## src/rtl/toy_clock_pkg.sv

```systemverilog
package toy_clock_pkg;
  localparam int unsigned ADDR_W = 6;
  localparam logic [ADDR_W-1:0] OFF_TRIM   = 6'h00;
  localparam logic [ADDR_W-1:0] OFF_CAL_WR = 6'h04;
  localparam logic [ADDR_W-1:0] OFF_YR_WR  = 6'h08;
  localparam logic [ADDR_W-1:0] OFF_CAL_RD = 6'h0C;
  localparam logic [ADDR_W-1:0] OFF_YR_RD  = 6'h10;
  localparam logic [ADDR_W-1:0] OFF_STAT   = 6'h20;

  localparam int unsigned ST_TIME_BUSY = 0;
  localparam int unsigned ST_TRIM_BUSY = 4;
  localparam int unsigned ST_OSC_OK    = 5;
  localparam int unsigned ST_RUN       = 8;

  typedef struct packed {
    logic [5:0] mon;
    logic [4:0] day;
    logic [4:0] hr;
    logic [5:0] min;
    logic [5:0] sec;
    logic [3:0] pad;
  } cal_t;

  localparam cal_t CAL_RESET = '{mon: 6'd1, day: 5'd1, hr: 5'd0, min: 6'd0, sec: 6'd0, pad: 4'd0};
  localparam logic [31:0] YEAR_RESET = 32'd1900;

  function automatic logic leap_year(input logic [31:0] y);
    return (y[1:0] == 2'b00) && (((y % 32'd100) != 32'd0) || ((y % 32'd400) == 32'd0));
  endfunction

  function automatic logic [4:0] last_day(input logic [5:0] m, input logic [31:0] y);
    unique case (m)
      6'd2:                     return leap_year(y) ? 5'd29 : 5'd28;
      6'd4, 6'd6, 6'd9, 6'd11:  return 5'd30;
      default:                  return 5'd31;
    endcase
  endfunction
endpackage

```

## src/rtl/toy_clock_xfer.sv

```systemverilog
// Holds a written word and releases it on the SYNC_TICKS-th oscillator tick.
module toy_clock_xfer #(
  parameter int unsigned W          = 16,
  parameter int unsigned SYNC_TICKS = 2
) (
  input  logic         clk_i,
  input  logic         rst_ni,
  input  logic         wr_i,
  input  logic [W-1:0] wdata_i,
  input  logic         tick_i,
  output logic         busy_o,
  output logic         load_o,
  output logic [W-1:0] data_o
);
  localparam int unsigned CW = (SYNC_TICKS > 1) ? $clog2(SYNC_TICKS) : 1;
  localparam logic [CW-1:0] LAST = CW'(SYNC_TICKS - 1);

  logic          busy_q;
  logic [CW-1:0] cnt_q;
  logic [W-1:0]  data_q;

  assign load_o = busy_q && tick_i && (cnt_q == LAST);
  assign busy_o = busy_q;
  assign data_o = data_q;

  always_ff @(posedge clk_i or negedge rst_ni) begin
    if (!rst_ni) begin
      busy_q <= 1'b0;
      cnt_q  <= '0;
      data_q <= '0;
    end else if (load_o) begin
      busy_q <= 1'b0;
    end else if (busy_q) begin
      if (tick_i) cnt_q <= cnt_q + 1'b1;
    end else if (wr_i) begin
      busy_q <= 1'b1;
      cnt_q  <= '0;
      data_q <= wdata_i;
    end
  end

  a_r6_busy_hold: assert property (@(posedge clk_i) disable iff (!rst_ni)
    (busy_q && !tick_i) |=> busy_q);
  a_r7_no_overwrite: assert property (@(posedge clk_i) disable iff (!rst_ni)
    (busy_q && wr_i) |=> $stable(data_q));
endmodule

```

## src/rtl/toy_clock_prescaler.sv

```systemverilog
module toy_clock_prescaler #(
  parameter int unsigned TRIM_W = 16
) (
  input  logic              clk_i,
  input  logic              rst_ni,
  input  logic              tick_i,
  input  logic              en_i,
  input  logic              load_i,
  input  logic [TRIM_W-1:0] trim_i,
  output logic              sec_o
);
  logic [TRIM_W-1:0] cnt_q;

  assign sec_o = en_i && tick_i && !load_i && (cnt_q == trim_i);

  always_ff @(posedge clk_i or negedge rst_ni) begin
    if (!rst_ni)             cnt_q <= '0;
    else if (load_i)         cnt_q <= '0;
    else if (en_i && tick_i) cnt_q <= sec_o ? '0 : cnt_q + 1'b1;
  end

  a_r4_cnt_in_range: assert property (@(posedge clk_i) disable iff (!rst_ni)
    cnt_q <= trim_i);
endmodule

```

## src/rtl/toy_clock_calendar.sv

```systemverilog
module toy_clock_calendar
  import toy_clock_pkg::*;
(
  input  logic        clk_i,
  input  logic        rst_ni,
  input  logic        adv_i,
  input  logic        ld_cal_i,
  input  cal_t        cal_i,
  input  logic        ld_yr_i,
  input  logic [31:0] yr_i,
  output cal_t        cal_o,
  output logic [31:0] yr_o
);
  cal_t        cal_q, cal_d;
  logic [31:0] yr_q, yr_d;

  always_comb begin
    cal_d = cal_q;
    yr_d  = yr_q;
    if (adv_i) begin
      if (cal_q.sec >= 6'd59) begin
        cal_d.sec = '0;
        if (cal_q.min >= 6'd59) begin
          cal_d.min = '0;
          if (cal_q.hr >= 5'd23) begin
            cal_d.hr = '0;
            if (cal_q.day >= last_day(cal_q.mon, yr_q)) begin
              cal_d.day = 5'd1;
              if (cal_q.mon >= 6'd12) begin
                cal_d.mon = 6'd1;
                yr_d      = yr_q + 32'd1;
              end else begin
                cal_d.mon = cal_q.mon + 6'd1;
              end
            end else begin
              cal_d.day = cal_q.day + 5'd1;
            end
          end else begin
            cal_d.hr = cal_q.hr + 5'd1;
          end
        end else begin
          cal_d.min = cal_q.min + 6'd1;
        end
      end else begin
        cal_d.sec = cal_q.sec + 6'd1;
      end
    end
    if (ld_cal_i) cal_d = cal_i;
    if (ld_yr_i)  yr_d  = yr_i;
  end

  always_ff @(posedge clk_i or negedge rst_ni) begin
    if (!rst_ni) begin
      cal_q <= CAL_RESET;
      yr_q  <= YEAR_RESET;
    end else begin
      cal_q <= cal_d;
      yr_q  <= yr_d;
    end
  end

  assign cal_o = cal_q;
  assign yr_o  = yr_q;

  a_r8_sec_wrap: assert property (@(posedge clk_i) disable iff (!rst_ni)
    (adv_i && !ld_cal_i && cal_q.sec == 6'd59) |=> (cal_q.sec == 6'd0));
  a_r8_frozen: assert property (@(posedge clk_i) disable iff (!rst_ni)
    (!adv_i && !ld_cal_i) |=> $stable(cal_q));
  a_r9_year_carry: assert property (@(posedge clk_i) disable iff (!rst_ni)
    (adv_i && !ld_cal_i && !ld_yr_i && cal_q.mon == 6'd12 && cal_q.day == 5'd31 &&
     cal_q.hr == 5'd23 && cal_q.min == 6'd59 && cal_q.sec == 6'd59)
    |=> (yr_q == $past(yr_q) + 32'd1) && (cal_q.mon == 6'd1) && (cal_q.day == 5'd1));
endmodule

```

## src/rtl/toy_clock.sv

```systemverilog
module toy_clock
  import toy_clock_pkg::*;
#(
  parameter int unsigned TRIM_W     = 16,
  parameter int unsigned SYNC_TICKS = 2
) (
  input  logic        clk_i,
  input  logic        rst_ni,
  input  logic        osc_tick_i,
  input  logic        req_i,
  input  logic        we_i,
  input  logic [5:0]  addr_i,
  input  logic [31:0] wdata_i,
  output logic [31:0] rdata_o
);
  localparam int unsigned XW = 33;

  logic wr_trim, wr_cal, wr_yr, rd_cal;
  assign wr_trim = req_i && we_i && (addr_i == OFF_TRIM);
  assign wr_cal  = req_i && we_i && (addr_i == OFF_CAL_WR);
  assign wr_yr   = req_i && we_i && (addr_i == OFF_YR_WR);
  assign rd_cal  = req_i && !we_i && (addr_i == OFF_CAL_RD);

  logic              trim_busy, trim_load;
  logic [TRIM_W-1:0] trim_pend;
  toy_clock_xfer #(.W(TRIM_W), .SYNC_TICKS(SYNC_TICKS)) u_trim_xfer (
    .clk_i, .rst_ni,
    .wr_i(wr_trim), .wdata_i(wdata_i[TRIM_W-1:0]), .tick_i(osc_tick_i),
    .busy_o(trim_busy), .load_o(trim_load), .data_o(trim_pend)
  );

  logic          time_busy, time_load;
  logic [XW-1:0] time_pend;
  toy_clock_xfer #(.W(XW), .SYNC_TICKS(SYNC_TICKS)) u_time_xfer (
    .clk_i, .rst_ni,
    .wr_i(wr_cal || wr_yr), .wdata_i({wr_yr, wdata_i}), .tick_i(osc_tick_i),
    .busy_o(time_busy), .load_o(time_load), .data_o(time_pend)
  );

  logic [TRIM_W-1:0] trim_q;
  logic              run_q;
  always_ff @(posedge clk_i or negedge rst_ni) begin
    if (!rst_ni) begin
      trim_q <= '0;
      run_q  <= 1'b0;
    end else if (trim_load) begin
      trim_q <= trim_pend;
      run_q  <= 1'b1;
    end
  end

  logic sec_pulse;
  toy_clock_prescaler #(.TRIM_W(TRIM_W)) u_presc (
    .clk_i, .rst_ni,
    .tick_i(osc_tick_i), .en_i(run_q), .load_i(trim_load), .trim_i(trim_q),
    .sec_o(sec_pulse)
  );

  cal_t        cal;
  logic [31:0] year;
  toy_clock_calendar u_cal (
    .clk_i, .rst_ni,
    .adv_i(sec_pulse),
    .ld_cal_i(time_load && !time_pend[XW-1]), .cal_i(cal_t'(time_pend[31:0])),
    .ld_yr_i(time_load && time_pend[XW-1]),   .yr_i(time_pend[31:0]),
    .cal_o(cal), .yr_o(year)
  );

  // year captured alongside each calendar read
  logic [31:0] yr_snap_q;
  always_ff @(posedge clk_i or negedge rst_ni) begin
    if (!rst_ni)     yr_snap_q <= YEAR_RESET;
    else if (rd_cal) yr_snap_q <= year;
  end

  logic [31:0] stat;
  always_comb begin
    stat               = '0;
    stat[ST_TIME_BUSY] = time_busy;
    stat[ST_TRIM_BUSY] = trim_busy;
    stat[ST_OSC_OK]    = run_q;
    stat[ST_RUN]       = run_q;
  end

  always_comb begin
    unique case (addr_i)
      OFF_TRIM:   rdata_o = 32'(trim_q);
      OFF_CAL_RD: rdata_o = cal;
      OFF_YR_RD:  rdata_o = yr_snap_q;
      OFF_STAT:   rdata_o = stat;
      default:    rdata_o = '0;
    endcase
  end

  a_r1_stopped: assert property (@(posedge clk_i) disable iff (!rst_ni)
    !run_q |-> !sec_pulse);
  a_r4_run_sticky: assert property (@(posedge clk_i) disable iff (!rst_ni)
    run_q |=> run_q);
  a_r10_snap_hold: assert property (@(posedge clk_i) disable iff (!rst_ni)
    !rd_cal |=> $stable(yr_snap_q));
endmodule

```

## config.mk

```make
export PLATFORM = sky130hd
export DESIGN_NAME = toy_clock
export DESIGN_NICKNAME = d
export VERILOG_FILES = /design/src/rtl/toy_clock_pkg.sv /design/src/rtl/toy_clock_xfer.sv /design/src/rtl/toy_clock_prescaler.sv /design/src/rtl/toy_clock_calendar.sv /design/src/rtl/toy_clock.sv
export SDC_FILE = /design/constraint.sdc
export NUM_CORES = 1
export LEC_CHECK = 0
export ABC_AREA = 0
export BUFFER_PORTS_ARGS = -buffer_cell sky130_fd_sc_hd__buf_2
export CORE_ASPECT_RATIO = 0.9
export CORE_MARGIN = 10
export CORE_UTILIZATION = 43
export CTS_CLUSTER_DIAMETER = 200
export DETAILED_ROUTE_END_ITERATION = 8
export PLACE_DENSITY = 0.66
export SYNTH_ARGS = -nofsm -noshare
export SYNTH_HDL_FRONTEND = slang
export SYNTH_SLANG_ARGS = --single-unit
```

## constraint.sdc

```tcl
create_clock -name clk_i -period 32.7 [get_ports clk_i]
set_input_delay 6.54 -clock clk_i [delete_from_list [all_inputs] [get_ports clk_i]]
set_output_delay 6.54 -clock clk_i [all_outputs]
set_load 0.03 [all_outputs]
```

; Yosys cells after proc, flatten, opt, wreduce, memory -nomap -nowiden
; Index checks and enable logic that the tools add are counted.
[word_totals]
ff_bits = 182
out_inout_bits = 32
n_memories = 0
ram_bits = 0
rom_bits = 0
latch_bits = 0
[classes]
order_cmp = 5
n_reduce_logical = 49
shift = 0
n_mux = 40
add_sub_neg = 9
mul = 0
bitwise = 4
n_div = 2
eq_ne = 13
[op_table]
columns = cell, count
row1 = $mux 32, 8
row2 = $pmux 32 s4, 1
row3 = $mux 16, 4
row4 = $add 32x1->32 const B, 1
row5 = $logic_not 32->1, 1
row6 = $mod 32x7->32 const B, 1
row7 = $mod 32x9->32 const B, 1
row8 = $reduce_bool 32->1, 1
row9 = $mux 5, 6
row10 = $mux 28, 1
row11 = $reduce_bool 2->1, 14
row12 = $eq 6x4->1 const B, 4
row13 = $mux 6, 4
row14 = $mux 22, 1
row15 = $add 6x1->6 const B, 3
row16 = $eq 6x3->1 const B, 3
row17 = $add 16x1->16 const B, 1
row18 = $eq 16x16->1, 1
row19 = $logic_and 1x1->1, 16
row20 = $reduce_and 3->1, 5
row21 = $mux 1, 13
row22 = $ge 6x6->1 const B, 2
row23 = $mux 11, 1
row24 = $add 5x1->5 const B, 2
row25 = 19 further kinds, 27

; Depth between registers and ports, before layout
; Gate-level depths: netlist (run 1).
[depth]
depth_word = 17
mapped_depth = 85
ltp_nobuf = 73

; Cells and area by module
; Synthesis (run 1) repeated with hierarchy kept, for this count alone.
[unflattened]
hier_cells = 1774
area_unflattened_um2 = 15548.7
[modules_own_cells]
columns = module, area_per_inst_um2, n_inst, cells_each
row1 = toy_clock_calendar, 9709.3, 1, 1335
row2 = toy_clock, 2503.7, 1, 187
row3 = toy_clock_xfer at u_time_xfer, 1467.7, 1, 79
row4 = toy_clock_prescaler, 1132.3, 1, 130
row5 = toy_clock_xfer at u_trim_xfer, 735.7, 1, 43

; Worst setup path after synthesis (run 1)
; Ideal clock, no wire load.
[synth_timing]
path_type = reg2reg
from = register u_cal.yr_q[27], in the netlist u_cal.yr_o[27]
to = register u_cal.yr_q[28], in the netlist u_cal.yr_o[28]
period_less_slack_ps = 18002
stages_incl_launch_ff = 82
path_slack_ps = 14698
required_time_ps = 32563
arrival_ps = 17865
cell_sequence = dfrtp_1 > buf_4 > or2_4 > a21o_1 > a311oi_4 > mux2i_2 > nor2_1 > nor4_1 > nor2_1 > a311o_1 > a221o_1 > a21oi_4 > mux2i_1 > nor4b_1 > or3_1 > buf_4 > o221a_4 > o211a_4 > (+46 left out) > a31oi_1 > o22ai_1 > a2111oi_0 > a31oi_1 > ha_1 > nand2b_1 > a21oi_1 > nand4b_1 > nor3_1 > and3_1 > clkbuf_1 > and2_1 > nand4_1 > or3_1 > nor3_1 > nand2_1 > xnor2_1 > a21oi_1
[synth_between]
elab_chain_len = 13
elab_cells_between_ends = 23
[synth_rtl]
columns = item, line
row1 = start: declaration, toy_clock_calendar.sv:15  ; logic [31:0] yr_q, yr_d;
row2 = start signal: assignment, toy_clock_calendar.sv:58  ; yr_q <= yr_d;
row3 = $mod 32x7->32 or $mod 32x9->32 (tied branches), toy_clock_pkg.sv:28  ; return (y[1:0] == 2'b00) && (((y % 32'd100) != 32'd0) || ((y % 32'd400) == 32'd0));
row4 = $reduce_bool 32->1 or $logic_not 32->1 (tied branches), toy_clock_pkg.sv:28
row5 = $logic_or 1x1->1, toy_clock_pkg.sv:28
row6 = $logic_and 1x1->1, toy_clock_pkg.sv:28
row7 = $mux 1, toy_clock_pkg.sv:33  ; 6'd2: return leap_year(y) ? 5'd29 : 5'd28;
row8 = $pmux 5 s2, toy_clock_pkg.sv:32  ; unique case (m)
row9 = $mux 5, toy_clock_calendar.sv:25  ; if (cal_q.hr >= 5'd23) begin
row10 = $mux 5, toy_clock_calendar.sv:23  ; if (cal_q.min >= 6'd59) begin
row11 = $mux 5, toy_clock_calendar.sv:21  ; if (cal_q.sec >= 6'd59) begin
row12 = $mux 5, toy_clock_calendar.sv:20  ; if (adv_i) begin
row13 = $ge 5x5->1, toy_clock_calendar.sv:27  ; if (cal_q.day >= last_day(cal_q.mon, yr_q)) begin
row14 = $reduce_bool 2->1 (no line), n/a
row15 = $reduce_and 6->1 (no line), n/a
; Parallel ways exist; a longest one is shown, timed or not. The select of a mux whose other input is x is not followed.
; A chain may end at the register's enable or synchronous reset.

; Worst setup path in the final report (run 1)
[layout_timing]
from = register u_cal.yr_q[30], in the netlist u_cal.yr_o[30]
to = register u_cal.yr_q[19], in the netlist u_cal.yr_o[19]
[layout_between]
elab_chain_len = 13
elab_cells_between_ends = 15
[layout_rtl]
columns = item, line
row1 = $mod 32x7->32 or $mod 32x9->32 (tied branches), toy_clock_pkg.sv:28
row2 = $reduce_bool 32->1 or $logic_not 32->1 (tied branches), toy_clock_pkg.sv:28
row3 = $logic_or 1x1->1 *, toy_clock_pkg.sv:28
row4 = $logic_and 1x1->1 *, toy_clock_pkg.sv:28
row5 = $mux 1 *, toy_clock_pkg.sv:33
row6 = $pmux 5 s2 *, toy_clock_pkg.sv:32
row7 = $mux 5 *, toy_clock_calendar.sv:25
row8 = $mux 5 *, toy_clock_calendar.sv:23
row9 = $mux 5 *, toy_clock_calendar.sv:21
row10 = $mux 5 *, toy_clock_calendar.sv:20
row11 = $ge 5x5->1 *, toy_clock_calendar.sv:27
row12 = $reduce_bool 2->1 (no line) *, n/a
row13 = $reduce_and 6->1 (no line) *, n/a
; Every way passes the cells marked *; elsewhere a longest branch is shown, timed or not. The select of a mux whose other input is x is not followed.

==> results by group, run 1 <==
Synth
  – Syn nets: 1860
  – Post-synthesis sequential area ratio: between 20 and 30%
  – Commonest cells in the netlist: 166 x dfrtp_1, 156 x nand2_1, 152 x nor2_1
  – Post-synth EDFFs: 0
  – Synth Warn #: 0
  – Largest area contributor in the netlist: dfrtp_1
  – Count of state elements after synthesis: 182
  – Top-count cell post-synth: dfrtp_1
  – Async set or reset register ratio after synthesis: 100%
  – Synth Cell Area: 0.0154 sq mm
  – Distinct cells, synth: 137
  – Synth Area per Inst: 8.56 sq um
  – Synth top area share: approximately 27%
  – Mapped Cells: 1804
  – Top FF cell, synth: dfrtp_1
  – Largest cells by area after synthesis: dfrtp_1 27%, mux2_2 7.2%, o21ai_0 4.0%

STA
  – Setup violators final: 0
  – Slew Viols, Final: 0
  – Final Skew: roughly 0.011 ns
  – Max Clock Freq: around 0.045 GHz
  – Unrepaired setup endpoints after global routing: no
  – Min cycle time layout: roughly 22 ns
  – Slew @ Worst Pin: 1.15 ns
  – Setup tns final: 0 ns
  – Final hold vios: 0
  – Tcrit/Tclk final: 67.4%
  – Rel. slew slack: approximately a quarter

Clock network
  – CTS clk-pin slew, worst paths: 0.07 ns
  – # Post-CTS Setup Buffers: 0
  – H-tree depth: 4
  – Hold_buf cts: 0
  – CTS buffer count: 17
  – Sink Count: 182
  – Skew-Pair Late Insertion Delay: 0.44 ns
  – Clock buffer depth: 2
  – CTS tree: done
  – Post_cts resized: 0
  – Clk root buf: clkbuf_16

Placed design
  – Routability Congestion: 0.913
  – Dpl hpwl: 32000 microns
  – # port buffers: 74

Floorplanning
  – Core area: 0.0353 sq mm
  – # rows: 65
  – IO Count: 75
  – Die H: 200 microns
  – Die ar.: 0.0439 sq mm
  – Initial Utilization: 43.8%
  – Die width: 220 microns

Worst setup path
  – CP max-delay cell: nor3_1
  – Crit path max fanout: 26
  – Max stage delay on crit path: slightly above 0.9 ns
  – CP Capture Type: register
  – Critical path class: reg2reg
  – Crit path DAT: 22.31 ns
  – FF-to-FF path depth: 70
  – Critical R2R Capture: u_cal.yr_o[19]
  – CP most frequent cell: a21oi_1
  – Req. time, crit path: 32.98 ns
  – Critical path startpoint category: register
  – R2R Setup Slk: 10.67 ns
  – RR Startpoint: u_cal.yr_o[30]

Worst hold path
  – Hold path endpoint: u_cal.cal_o[3]
  – Hold_sp: u_cal.cal_o[3]
  – Hold Crit Class: reg2reg
  – Hold path cells: 2

Run
  – Max-Cap Viols: 0

Global route
  – Vias in the first global route: 13.3k
  – First-pass GRT wire length: 71300 microns
  – Largest net degree at the start of global routing: ~110
  – Grt ovf: 0
  – Number of antenna violations at the first check in global routing: 1
  – GR Util All Layers: approximately a fifth

Drt
  – Vias: 14.3k
  – Final wirelength: 43700 microns
  – Post-DR wirelength/cell: 19.1 microns
  – TritonRoute pass-1 iters: 5
  – DRT iter0 DRCs: 1487
  – Remaining DRCs: 0
  – Post-route ant nets: 0
  – Via density: 6.27

Final layout
  – Fill count: between 3k and 4k
  – Footprint of the multi-input gates: around 0.010 sq mm
  – Synth-to-Final Area Change: 7.13%
  – Nets@finish: 1858
  – Sequential Area: 0.00457 sq mm
  – Share of layout cells above drive strength 1: 18.5%
  – Final Core Density: 46.9%

Status
  – Status: finished clean
## sequential cells by signal, indices dropped and copies added (netlist names), 16 cells and up
name                flops
u_presc.cnt_q          16
u_cal.cal_o            32
u_time_xfer.data_o     33
u_trim_xfer.data_o     16
yr_snap_q              32
trim_q                 16
u_cal.yr_o             32
## through the flow
| stage | hold slack, ns | worst slack, ns | cells | instance area, sq um |
|---|---|---|---|---|
| 2_1_floorplan | 0.446 | 14.70 | 1804 | 15400 |
| 3_3_place_gp | 0.461 | 11.69 | 2252 | 15900 |
| 3_5_place_dp | 0.463 | 11.16 | 2252 | 15900 |
| 4_1_cts | 0.483 | 11.13 | 2284 | 16500 |
| 5_1_grt | 0.526 | 8.75 | 2284 | 16500 |
| 6_report | 0.481 | 10.67 | 2285 | 16600 |
## cells by family after synthesis
family                     count (synthesis)  share of synthesized area, %
AOI/OAI and AO/OA                        607                          29.1
xor gates and xnor gates                  81                          4.83
adders and majority gates                 23                          1.72
buffers and inverters                    154                          4.79
DFF                                      182                          29.6
muxes                                    121                          8.78
and+or+nand+nor                          636                          21.2
## area by class of cell
type / instances / share of cell area (%)
multi-input combinational: 1468 / 61.3
tap: 469 / 3.55
inverter: 52 / 1.18
clock buffer: 19 / 2.68
clock inverter: 13 / 0.998
timing repair buffer: 81 / 2.61
sequential: 182 / 27.6
antenna: 1 / 0.0151
## cell usage in the layout, fill, tap and decap left out, types with 24 or more instances in the layout
| cell | netlist | layout |
|---|---|---|
| a31oi_1 | 25 | 25 |
| and3_1 | 44 | 44 |
| a21oi_1 | 117 | 117 |
| xnor2_1 | 66 | 66 |
| o21ai_0 | 125 | 125 |
| nor3_1 | 36 | 36 |
| inv_1 | 43 | 43 |
| a22o_1 | 24 | 24 |
| mux2_2 | 99 | 99 |
| buf_2 | 14 | 73 |
| nand2b_1 | 24 | 24 |
| nand2_1 | 156 | 156 |
| dfrtp_1 | 166 | 166 |
| a211oi_1 | 25 | 25 |
| nand3_1 | 48 | 48 |
| nor2_1 | 152 | 149 |
## layer usage
layer  track usage [%]  vias up  wire [microns]
met3              3.27       40            2900
met2              29.8      510           19400
li1                  -     6813               -
met1              28.5     6975           20900
met5                 0        -               0
met4              4.05        0             549
## how the worst max path moves through the flow
| stage | startpoint | to | depth (start not counted) |
|---|---|---|---|
| after global routing | u_cal.yr_o[30] | u_cal.yr_o[19] | 70 |
| after CTS | u_cal.yr_o[30] | u_cal.yr_o[19] | 71 |
| after floorplan | u_cal.yr_o[27] | u_cal.yr_o[28] | 81 |
| final | u_cal.yr_o[30] | u_cal.yr_o[19] | 70 |
| after global placement | u_cal.yr_o[27] | u_cal.yr_o[28] | 73 |
| after detailed placement | u_cal.yr_o[30] | u_cal.yr_o[19] | 71 |
## critical path: cells and delay by family, from the launching register on
family / cells / cell delay, ns
buffers and inverters: 1 / 0.11
muxes: 2 / 0.71
xor gates and xnor gates: 3 / 0.77
and+or+nand+nor: 27 / 8.62
DFF: 1 / 0.84
adders and majority gates: 1 / 0.28
AOI/OAI and AO/OA: 36 / 10.49
Power of run 1 is not shown: default switching activity piles up to over one toggle a cycle in this logic, so the estimate is an artifact.
==> run 2, diff against run 1 <==
- PLACE_DENSITY: 0.66 -> 0.69
- clock period: 32.7 -> 18 ns (I/O delays scaled with it)
==> results by group, run 2 (synthesized netlist as in run 1, its figures left out) <==
Worst setup path
  – Crit path DAT: around 19 ns
  – CP Capture Type: register
  – FF-to-FF path depth: 83
  – Critical R2R Capture: u_cal.yr_o[18]
  – Req. time, crit path: 18.30 ns
  – R2R Setup Slk: -0.25 ns
  – CP max-delay cell: or4_4
  – RR Startpoint: u_cal.yr_o[27]
  – Critical path startpoint category: register
  – Critical path class: reg2reg
  – CP most frequent cell: buf_4
  – Crit path max fanout: 7
  – Max stage delay on crit path: 0.55 ns

Worst hold path
  – Hold path endpoint: u_cal.cal_o[2]
  – Hold path cells: 2
  – Hold_sp: u_cal.cal_o[2]
  – Hold Crit Class: reg2reg

STA
  – Setup tns final: -3.03 ns
  – Final Skew: around 0.011 ns
  – Min cycle time layout: 18.25 ns
  – Unrepaired setup endpoints after global routing: yes
  – Tcrit/Tclk final: 101%
  – Setup violators final: 24
  – Setup WS post-layout: -0.254 ns
  – Max Clock Freq: 0.0548 GHz
  – Slew @ Worst Pin: 1.23 ns
  – Rel. slew slack: a little under a fifth
  – Final hold vios: 0
  – Slew Viols, Final: 0

Global route
  – Vias in the first global route: approximately 15k
  – Number of antenna violations at the first check in global routing: 1
  – First-pass GRT wire length: between 70000 and 80000 microns
  – Largest net degree at the start of global routing: 120
  – Grt ovf: 0
  – GR Util All Layers: 21.3%

Status
  – Status: finished, violations left
  – Failing checks: setup timing

Floorplanning
  – Die ar.: 0.0439 sq mm
  – Initial Utilization: 43.8%
  – Core area: 0.0353 sq mm
  – # rows: 65
  – IO Count: 75
  – Die H: between 150 and 200 microns
  – Die width: 220 microns

Clock network
  – CTS tree: done
  – Hold_buf cts: 0
  – Clk root buf: clkbuf_16
  – Clock buffer depth: 2
  – Sink Count: 182
  – CTS clk-pin slew, worst paths: 0.07 ns
  – CTS buffer count: 17
  – H-tree depth: 4
  – Skew-Pair Late Insertion Delay: between 0.4 and 0.5 ns

Drt
  – DRT iter0 DRCs: 1455
  – TritonRoute pass-1 iters: 6
  – Via density: 6.09
  – Post-DR wirelength/cell: 19.3 microns
  – Final wirelength: about 52000 microns
  – Remaining DRCs: 0
  – Vias: between 15k and 20k
  – Post-route ant nets: 0

Placed design
  – # port buffers: 74
  – Routability Congestion: 0.948
  – Pre-CTS setup slack: -0.919 ns
  – Area after DPL: ~0.018 sq mm
  – Dpl hpwl: 35100 microns

Final layout
  – Commonest non-fill, non-tap cell in the layout: buf_4
  – Share of layout cells above drive strength 1: 43.4%
  – Final Core Density: between 60 and 70%
  – Synth-to-Final Area Change: 37.8%
  – Nets@finish: about 2.2k
  – Largest register FFs: 33
  – Diodes inserted: 0
  – Final Instance Area: about 0.021 sq mm
  – Commonest non-fill, non-tap cells in the layout: 354 x buf_4, 161 x dfrtp_1, 147 x nand2_1

Run
  – Max-Cap Viols: 0
run 2: per-layer routing:
layer | GRT usage [%] | part of all wire [%]
met1 | 30.0 | 46
met2 | 33.7 | 47
met3 | 2.83 | 5.8
met4 | 5.14 | 1.9
met5 | 0 | 0
run 2: critical path: cells and delay by family, from the launching register on:
| kind | cells | cell delay, ns |
|---|---|---|
| AOI/OAI and AO/OA | 46 | 10.05 |
| xor gates and xnor gates | 2 | 0.27 |
| adders and majority gates | 1 | 0.24 |
| buffers and inverters | 11 | 1.62 |
| DFF | 1 | 0.45 |
| and+or+nand+nor | 23 | 5.46 |
run 2: repair_timing:
item,in CTS,in global routing
gates resized for setup,82,295
endpoints found under the setup margin,38,43
pin swaps,26,145
setup buffers,12,59
run 2: worst max-delay path by stage:
stage / start / endpoint / slack [ns]
floorplan: u_cal.yr_o[27] / u_cal.yr_o[28] / 0.002
global placement: u_cal.yr_o[27] / u_cal.yr_o[26] / -0.46
detailed placement: u_cal.yr_o[27] / u_cal.yr_o[26] / -0.92
CTS: u_cal.yr_o[27] / u_cal.yr_o[14] / 0.006
global route: u_cal.yr_o[27] / u_cal.yr_o[12] / -1.04
finish: u_cal.yr_o[27] / u_cal.yr_o[18] / -0.25
run 2: cell type report:
type                            count  area [sq um]
Timing Repair Buffer              467          3490
Fill cell                        2975         14000
Inverter                           52           195
Tap cell                          469           587
Clock inverter                     12           143
Sequential cell                   182          4580
Multi-Input combinational cell   1468         11800
Clock buffer                       19           453
run 2: per-stage QoR:
stage          hold WS, ns  cells
6_report             0.479   2669
5_1_grt              0.505   2669
4_1_cts              0.478   2615
3_5_place_dp         0.464   2572
3_3_place_gp         0.460   2572
2_1_floorplan        0.446   1804
Power of run 2 is left out for the same reason.
==> run 3, diff against run 2 <==
--- a/config.mk
+++ b/config.mk
@@ -8,9 +8,9 @@
 export ABC_AREA = 0
 export BUFFER_PORTS_ARGS = -buffer_cell sky130_fd_sc_hd__buf_2
-export CORE_ASPECT_RATIO = 0.9
 export CORE_MARGIN = 10
 export CORE_UTILIZATION = 43
 export CTS_CLUSTER_DIAMETER = 200
 export DETAILED_ROUTE_END_ITERATION = 8
+export GPL_TIMING_DRIVEN = 0
 export PLACE_DENSITY = 0.69
 export SYNTH_ARGS = -nofsm -noshare
==> constraint.sdc (replaced) <==
create_clock -name clk_i -period 18 [get_ports clk_i]
set_input_delay 3.6 -clock clk_i [delete_from_list [all_inputs] [get_ports clk_i]]
set_output_delay 3.6 -clock clk_i [all_outputs]
set_load 0.01 [all_outputs]
==> results by group, run 3 (synthesized netlist as in run 1, its figures left out) <==
Placed design
  – # port buffers: 72
  – Routability Congestion: 0.921
  – Area after DPL: 0.0164 sq mm
  – Dpl hpwl: approximately 34000 microns

Clock network
  – Clock buffer depth: 2
  – CTS clk-pin slew, worst paths: 0.07 ns
  – CTS buffer count: 17
  – Sink Count: 182
  – H-tree depth: 4
  – Skew-Pair Late Insertion Delay: 0.44 ns
  – CTS tree: done
  – Clk root buf: clkbuf_16
  – Hold_buf cts: 0

STA
  – Max Clock Freq: 0.0527 GHz
  – Min cycle time layout: approximately 19 ns
  – Setup WS post-layout: -0.986 ns
  – Slew @ Worst Pin: 0.940 ns
  – Slew Viols, Final: 0
  – Tcrit/Tclk final: 105%
  – Unrepaired setup endpoints after global routing: yes
  – Final hold vios: 0
  – Rel. slew slack: a little under two fifths
  – Setup violators final: 32
  – Final Skew: 0.00981 ns

Drt
  – Post-route ant nets: 0
  – Remaining DRCs: 0
  – DRT iter0 DRCs: 1565
  – Post-DR wirelength/cell: between 20 and 25 microns
  – Via density: ~6.3
  – Vias: about 16k
  – TritonRoute pass-1 iters: 6
  – Final wirelength: 53500 microns

Floorplanning
  – Core area: between 0.03 and 0.04 sq mm
  – Die ar.: 0.0439 sq mm
  – Die width: 210 microns
  – Die H: 210 microns
  – # rows: 69
  – Initial Utilization: a little over two fifths
  – IO Count: 75

Worst setup path
  – Crit path max fanout: 10
  – CP most frequent cell: buf_4
  – Crit path to: u_cal.yr_o[28]
  – R2R Setup Slk: -0.99 ns
  – Critical path class: reg2reg
  – Crit path depth: 87
  – FF-to-FF path depth: 87
  – CP max-delay cell: dfrtp_2
  – Critical R2R Capture: u_cal.yr_o[28]
  – Max stage delay on crit path: 0.47 ns
  – Buf+Inv Stages, Crit Path: 14
  – RR Startpoint: u_cal.yr_o[31]
  – Crit path from: u_cal.yr_o[31]
  – Req. time, crit path: 18.31 ns
  – Critical path startpoint category: register
  – Crit path DAT: between 15 and 20 ns
  – CP Capture Type: register
  – CP delay by family, top: compound AO/OA/AOI/OAI gates

Final layout
  – Largest register FFs: 33
  – Commonest non-fill, non-tap cell in the layout: buf_4
  – Final Instance Area: 0.0212 sq mm
  – Synth-to-Final Area Change: 37.4%
  – Nets@finish: 2171
  – Final Core Density: 59.8%
  – Diodes inserted: 0
  – Share of layout cells above drive strength 1: 40.7%
  – Fill count: 2892
  – Commonest non-fill, non-tap cells in the layout: 207 x buf_4, 162 x dfrtp_1, 144 x nand2_1

Global route
  – GR Util All Layers: 21.6%
  – First-pass GRT wire length: 80000 microns
  – Grt ovf: 0
  – Vias in the first global route: 15.3k
  – Number of antenna violations at the first check in global routing: 1
  – Largest net degree at the start of global routing: 108

Worst hold path
  – Hold_sp: u_cal.cal_o[1]
  – Hold Crit Class: reg2reg

Run
  – Max-Cap Viols: 0

Status
  – Status: finished, violations left
  – Failing checks: setup timing
run 3: repair_timing:
action | CTS | global route
gates resized for setup | 266 | 204
cloned | 2 | 2
endpoints found under the setup margin | 43 | 43
setup buffers | 129 | 98
endpoints found under the hold margin | 0 | 0
pin swaps | 147 | 170
run 3: final cells by class:
cell class / count / area (sq um) / area share [%]
multi-input cells: 1471 / 12500 / 58.7
plain buffers: 92 / 515 / 2.43
clock inverters: 13 / 185 / 0.873
repair buffers: 299 / 2270 / 10.7
flip-flops and latches: 182 / 4580 / 21.6
well taps: 461 / 577 / 2.72
inverters: 52 / 195 / 0.920
clock buffers: 19 / 433 / 2.04
run 3: worst min path at each step:
stage / cells after the start / slack, ns / end
6_report: 2 / 0.48 / u_cal.cal_o[1]
5_1_grt: 1 / 0.52 / yr_snap_q[23]
4_1_cts: 2 / 0.48 / u_cal.cal_o[1]
3_5_place_dp: 2 / 0.46 / u_cal.cal_o[1]
3_3_place_gp: 2 / 0.46 / u_cal.cal_o[3]
2_1_floorplan: 2 / 0.45 / u_cal.cal_o[1]
run 3: layer usage:
layer  share of wire [%]  routed length (microns)  GRT usage [%]  vias up
met2                  48                    25600           35.9      710
met5               0.021                       11              0        -
met3                 6.2                     3310           3.28      152
met4                 3.2                     1710           6.20        2
li1                    -                        -              -     7448
met1                  43                    22900           28.4     8084
run 3: metrics by stage:
step	worst slack [ns]	setup TNS [ns]	hold slack [ns]	cells
2_1_floorplan	0.00154	0	0.446	1804
3_3_place_gp	-2.96	-80.31	0.460	2337
3_5_place_dp	-3.22	-90.24	0.463	2338
4_1_cts	-0.164	-0.404	0.480	2494
5_1_grt	-1.62	-50.01	0.520	2589
6_report	-0.986	-24.23	0.478	2589
run 3: worst min-delay path: stages, from the launching register on:
cell     delay [ns]
dfrtp_1        0.34
nand2_1        0.05
nand2_1        0.05
Power of run 3 is left out for the same reason.
